[src/rtl/tsc_pkg.sv]
package tsc_pkg;

  // One decoded bus action per cycle; reads win over writes.
  typedef enum logic [2:0] {
    ACC_IDLE    = 3'd0,
    ACC_RD_LO   = 3'd1,
    ACC_RD_HI   = 3'd2,
    ACC_RD_NONE = 3'd3,
    ACC_WR_HI   = 3'd4,
    ACC_WR_NONE = 3'd5
  } acc_e;

endpackage

[src/rtl/tsc_reset_sync.sv]
module tsc_reset_sync (
  input  logic clk,
  input  logic arst_n,
  output logic rst_n
);
  logic [1:0] sync_q;
  logic [1:0] sync_d;

  always_comb sync_d = {sync_q[0], 1'b1};

  always_ff @(posedge clk or negedge arst_n) begin
    if (!arst_n) sync_q <= 2'b00;
    else         sync_q <= sync_d;
  end

  assign rst_n = sync_q[1];
endmodule

[src/rtl/tsc_counter.sv]
module tsc_counter #(
  parameter int CNT_W = 40
) (
  input  logic             clk,
  input  logic             rst_n,
  input  logic             run,
  input  logic             tick,
  output logic [CNT_W-1:0] cnt_q
);
  logic             step;
  logic [CNT_W-1:0] cnt_d;

  // Wrap to zero falls out of the modulo add.
  always_comb begin
    step  = run & tick;
    cnt_d = cnt_q + CNT_W'(1);
  end

  always_ff @(posedge clk or negedge rst_n) begin
    if (!rst_n)    cnt_q <= '0;
    else if (step) cnt_q <= cnt_d;
  end
endmodule

[src/rtl/tsc_decode.sv]
module tsc_decode
  import tsc_pkg::*;
#(
  parameter int                ADDR_W = 8,
  parameter logic [ADDR_W-1:0] LO_OFF = 'h60,
  parameter logic [ADDR_W-1:0] HI_OFF = 'h64
) (
  input  logic              rd,
  input  logic              wr,
  input  logic [ADDR_W-1:0] addr,
  output acc_e              acc
);
  always_comb begin
    acc = ACC_IDLE;
    if (rd) begin
      if (addr == LO_OFF)      acc = ACC_RD_LO;
      else if (addr == HI_OFF) acc = ACC_RD_HI;
      else                     acc = ACC_RD_NONE;
    end else if (wr) begin
      if (addr == HI_OFF) acc = ACC_WR_HI;
      else                acc = ACC_WR_NONE;
    end
  end
endmodule

[src/rtl/tsc_regs.sv]
module tsc_regs
  import tsc_pkg::*;
#(
  parameter int DATA_W = 32,
  parameter int LO_W   = 32,
  parameter int HI_W   = 8,
  localparam int CNT_W = LO_W + HI_W
) (
  input  logic              clk,
  input  logic              rst_n,
  input  acc_e              acc,
  input  logic              wr_run,
  input  logic [CNT_W-1:0]  cnt,
  output logic              run_q,
  output logic [HI_W-1:0]   shadow_q,
  output logic [DATA_W-1:0] rdata_q,
  output logic              rvalid_q
);
  logic [DATA_W-1:0] lo_word;
  logic [DATA_W-1:0] hi_word;
  logic              run_d;
  logic [HI_W-1:0]   shadow_d;
  logic [DATA_W-1:0] rdata_d;
  logic              rvalid_d;

  // Zero-extend the low word only when it is narrower than the bus.
  generate
    if (LO_W == DATA_W) begin : g_lo_full
      assign lo_word = cnt[LO_W-1:0];
    end else begin : g_lo_pad
      assign lo_word = {{(DATA_W-LO_W){1'b0}}, cnt[LO_W-1:0]};
    end
  endgenerate

  assign hi_word = DATA_W'({run_q, shadow_q});

  always_comb begin
    run_d    = run_q;
    shadow_d = shadow_q;
    rdata_d  = '0;
    rvalid_d = 1'b0;
    unique case (acc)
      ACC_RD_LO: begin
        rdata_d  = lo_word;
        shadow_d = cnt[CNT_W-1 -: HI_W];
        rvalid_d = 1'b1;
      end
      ACC_RD_HI: begin
        rdata_d  = hi_word;
        rvalid_d = 1'b1;
      end
      ACC_RD_NONE: rvalid_d = 1'b1;
      ACC_WR_HI:   run_d    = wr_run;
      default: ;
    endcase
  end

  always_ff @(posedge clk or negedge rst_n) begin
    if (!rst_n) begin
      run_q    <= 1'b0;
      shadow_q <= '0;
      rdata_q  <= '0;
      rvalid_q <= 1'b0;
    end else begin
      run_q    <= run_d;
      shadow_q <= shadow_d;
      rdata_q  <= rdata_d;
      rvalid_q <= rvalid_d;
    end
  end
endmodule

[src/rtl/tsc_timebase.sv]
module tsc_timebase
  import tsc_pkg::*;
#(
  parameter int                ADDR_W = 8,
  parameter int                DATA_W = 32,
  parameter int                LO_W   = 32,
  parameter int                HI_W   = 8,
  parameter logic [ADDR_W-1:0] LO_OFF = 'h60,
  parameter logic [ADDR_W-1:0] HI_OFF = 'h64
) (
  input  logic              clk,
  input  logic              arst_n,
  input  logic              tick,
  input  logic              bus_rd,
  input  logic              bus_wr,
  input  logic [ADDR_W-1:0] bus_addr,
  input  logic [DATA_W-1:0] bus_wdata,
  output logic [DATA_W-1:0] bus_rdata,
  output logic              bus_rvalid
);
  localparam int CNT_W = LO_W + HI_W;

  logic             rst_n;
  acc_e             acc;
  logic             run_q;
  logic [HI_W-1:0]  shadow_q;
  logic [CNT_W-1:0] cnt_q;
  logic             unused_wdata;

  assign unused_wdata = ^{bus_wdata[DATA_W-1:HI_W+1], bus_wdata[HI_W-1:0]};

  tsc_reset_sync u_rst (
    .clk    (clk),
    .arst_n (arst_n),
    .rst_n  (rst_n)
  );

  tsc_decode #(
    .ADDR_W (ADDR_W),
    .LO_OFF (LO_OFF),
    .HI_OFF (HI_OFF)
  ) u_dec (
    .rd   (bus_rd),
    .wr   (bus_wr),
    .addr (bus_addr),
    .acc  (acc)
  );

  tsc_counter #(
    .CNT_W (CNT_W)
  ) u_cnt (
    .clk   (clk),
    .rst_n (rst_n),
    .run   (run_q),
    .tick  (tick),
    .cnt_q (cnt_q)
  );

  tsc_regs #(
    .DATA_W (DATA_W),
    .LO_W   (LO_W),
    .HI_W   (HI_W)
  ) u_regs (
    .clk      (clk),
    .rst_n    (rst_n),
    .acc      (acc),
    .wr_run   (bus_wdata[HI_W]),
    .cnt      (cnt_q),
    .run_q    (run_q),
    .shadow_q (shadow_q),
    .rdata_q  (bus_rdata),
    .rvalid_q (bus_rvalid)
  );
endmodule

[config.mk]
export PLATFORM = sky130hd
export DESIGN_NAME = tsc_timebase
export DESIGN_NICKNAME = d
export VERILOG_FILES = /design/src/rtl/tsc_pkg.sv /design/src/rtl/tsc_reset_sync.sv /design/src/rtl/tsc_counter.sv /design/src/rtl/tsc_decode.sv /design/src/rtl/tsc_regs.sv /design/src/rtl/tsc_timebase.sv
export SDC_FILE = /design/constraint.sdc
export NUM_CORES = 1
export LEC_CHECK = 0
export CELL_PAD_IN_SITES_DETAIL_PLACEMENT = 1
export CELL_PAD_IN_SITES_GLOBAL_PLACEMENT = 1
export CORE_AREA = 3 3 112 114
export DETAILED_ROUTE_END_ITERATION = 8
export DIE_AREA = 0 0 115 117
export PLACE_DENSITY = 0.59
export SYNTH_ARGS = -nofsm -noshare
export SYNTH_HDL_FRONTEND = slang
export SYNTH_SLANG_ARGS = --single-unit
[constraint.sdc]
create_clock -name clk -period 3.5 [get_ports clk]
set_input_delay 1.05 -clock clk [delete_from_list [all_inputs] [get_ports clk]]
set_output_delay 1.05 -clock clk [all_outputs]
set_load 0.005 [all_outputs]
==> impl_results.md <==
* Setup CP Type: in2reg
* Main synth FF type: dfrtp_1
* Max-slew violations at 0
* Post-synthesis net count at 316
* Post-CTS sizing at 0
* # Max-Cap Violations at 0
* Grt total ovfl at 0
* Share of layout cells above drive strength 1 at 0.143
* Max incr delay on CP at 0.50 ns
* EDFF count, synth at 0
* I/O Buffers at 46
* Most frequent cells in the layout: dfrtp_1 (83), clkdlybuf4s50_1 (46), and2_1 (21), xor2_1 (21), nor3_1 (19)
* Post-Syn Instances at 270
* Largest net degree at the start of global routing at 83
* Worst vdd ir at 0.203 mV
* Critical Path End: u_regs.shadow_q[0]
* Detail Route Antenna Nets at 0
* Critical Path RT at 3.71 ns
* Initial Util at 0.304
* Core ar. at 0.0115 mm²
* Num CTS Buffers at 9
* Setup TNS at 0 ns
* CTS tree: done
* Final min period at 2.76 ns
* Critical path arrival at 2.98 ns
* Initial antenna violation count at 0
* Max FO, Critical Path at 19
* Hold crit path type: reg2reg
* CTS H-Tree Depth at 3
* DRT Wirelength at 7.28 mm
* Hpwl dp at 4.81 mm
* Final period utilization at 0.789
* Critical Path Source Type: primary input
* Antenna diodes at 0
* Final nets at 369
* GRT met1 Usage at 0.160
* Async set-or-reset flop fraction in the synthesized netlist at 1.00
* Worst-path clk slew at 0.06 ns
* Synth cell types at 29
* RR Startpoint: u_cnt.cnt_q[4]
* Global Route met3 Usage at 0.0314
* Syn_area_per_cell at 13.0 µm²
* Die Y at 117 µm
* Leak pwr at 2.08 nW
* DRC at 0
* Cell Area, Synth at 0.00350 mm²
* Fill cell count at 1,224
* Number of global-route vias before repair at 2,337
* Clk root buf: clkbuf_16
* FF-to-FF setup slack at 1.42 ns
* GR Layer Usage met2 at 0.185
* Drt pass-1 iters at 4
* Post-synthesis sequential area ratio at 0.601
* Worst-margin pin slew at 1.04 ns
* P per Cell Area at 434 mW/mm²
* CTS Buffer Depth at 2
* Leading cell type in the layout, fill and taps excluded: dfrtp_1
* DIE WIDTH at 115 µm
* Worst path slowest cell: nor2_4
* Clk Latency, worst-skew pair at 0.33 ns
* Clock sink total at 84
* Drt wl/cell at 15.5 µm
* #FFs+latches synth at 84
* Reg2Reg Depth at 4
* R2r endpoint: u_cnt.cnt_q[34]
* Cell Rows at 39
* Busiest metal layer after global routing: met2
* Worst setup path startpoint: bus_addr[3]
* Final setup vio count at 0
* First-pass GRT wire length at 12.4 mm
* DIE AREA at 0.0135 mm²
* DRT iter0 DRCs at 80
* RSZ-0062 raised after global routing: false
* Hold_buf cts at 0
* Max Freq at 0.362 GHz
* Post-CTS setup buffer count at 0
* CP Cell Sequence: clkdlybuf4s50_1, nor4_4, nand4_4, nor2_4, mux2_2
* Crit. End Element: flop
* Yosys Warn Count at 0
* Final Hold Viols at 0
* Total power after layout at 1.90 mW
* Overall Global Routing Usage at 0.119
* Slew margin rel. at 0.304
* # IOs at 78
* Via/cell ratio at 4.55
* Status: finished, final reports clean
* Worst clock skew at 0.00638 ns
* Gpl congestion at 0.720
* Vias at 2,145
* Layout area overhead at 25.2%
-- Yosys cell counts (3+ instances only) --
master	count	area [µm²]
nor3_2	4	40.0
and2_1	21	131
dfrtp_1	84	2100
nor4_4	4	85.1
xnor2_1	18	158
clkbuf_1	5	18.8
xor2_1	21	184
nand3_1	16	80.1
and4_1	4	35.0
nor3_1	19	95.1
and3_1	7	43.8
nor4_1	3	18.8
nand4_4	3	63.8
mux2_2	10	113
inv_1	9	33.8
nand2_1	15	56.3
a22o_1	8	70.1
nor2_1	5	18.8
buf_6	4	45.0
-- sequential cells by signal (all words and copies together), names as in the netlist --
name	count
u_cnt.cnt_q	40
u_regs.rdata_q	32
u_regs.run_q	1
u_regs.rvalid_q	1
u_regs.shadow_q	8
u_rst.sync_q	2
-- worst min path at each step --
| stage | endpoint | cells after the start | slack (ns) | startpoint |
|---|---|---|---|---|
| 2_1_floorplan | u_rst.sync_q[1] | 0 | 0.33 | u_rst.sync_q[0] |
| 6_report | u_rst.sync_q[1] | 0 | 0.35 | u_rst.sync_q[0] |
| 3_3_place_gp | u_rst.sync_q[1] | 0 | 0.34 | u_rst.sync_q[0] |
| 4_1_cts | u_rst.sync_q[1] | 0 | 0.36 | u_rst.sync_q[0] |
| 3_5_place_dp | u_rst.sync_q[1] | 0 | 0.35 | u_rst.sync_q[0] |
| 5_1_grt | u_rst.sync_q[1] | 0 | 0.38 | u_rst.sync_q[0] |
-- stage by stage --
| step | worst slack [ns] | utilization | cells | hold slack [ns] | area, µm² |
|---|---|---|---|---|---|
| final | 0.737 | 0.380 | 471 | 0.355 | 4380 |
| after global routing | 0.580 | 0.380 | 471 | 0.378 | 4380 |
| after CTS | 0.687 | 0.380 | 471 | 0.361 | 4380 |
| after detailed placement | 0.328 | 0.357 | 455 | 0.348 | 4110 |
| after global placement | 0.376 | 0.357 | 455 | 0.338 | 4110 |
| after floorplan | 0.987 | - | 270 | 0.331 | 3500 |
-- layer usage --
metal | wire (µm) | vias up
met3 | 286 | 8
met5 | 0 | -
met4 | 121 | 0
met1 | 3530 | 1077
met2 | 3340 | 44
li1 | - | 1016
-- report_power, final --
part	internal [mW]	switching (mW)	leakage (nW)	total, mW
registers	0.981	0.0312	1.13	1.01
logic	0.0240	0.0126	0.824	0.0366
clock network	0.477	0.374	0.125	0.852
-- area by class of cell --
type | count | area, µm² | area share
clock buffers | 11 | 233 | 0.0532
clock inverters | 5 | 30.0 | 0.00686
inverters | 9 | 33.8 | 0.00772
multi-input cells | 168 | 1300 | 0.296
flip-flops and latches | 84 | 2110 | 0.481
well taps | 143 | 179 | 0.0409
repair buffers | 51 | 498 | 0.114
-- critical path: cells and delay by family --
kind                   cells  cell delay [ns]
multiplexers               1             0.40
AND/OR/NAND/NOR            3             1.08
buffers and inverters      1             0.44
-- logic make-up after synthesis --
group                      count (synthesis)  synth area share
AOI/OAI and AO/OA                          9            0.0229
DFF                                       84             0.601
other                                      1           0.00107
and+or+nand+nor                          108             0.214
adders and majority gates                  1           0.00358
muxes                                     10            0.0322
buffers and inverters                     18            0.0279
xor gates and xnor gates                  39            0.0977
Power figures use the tool's default switching activity.
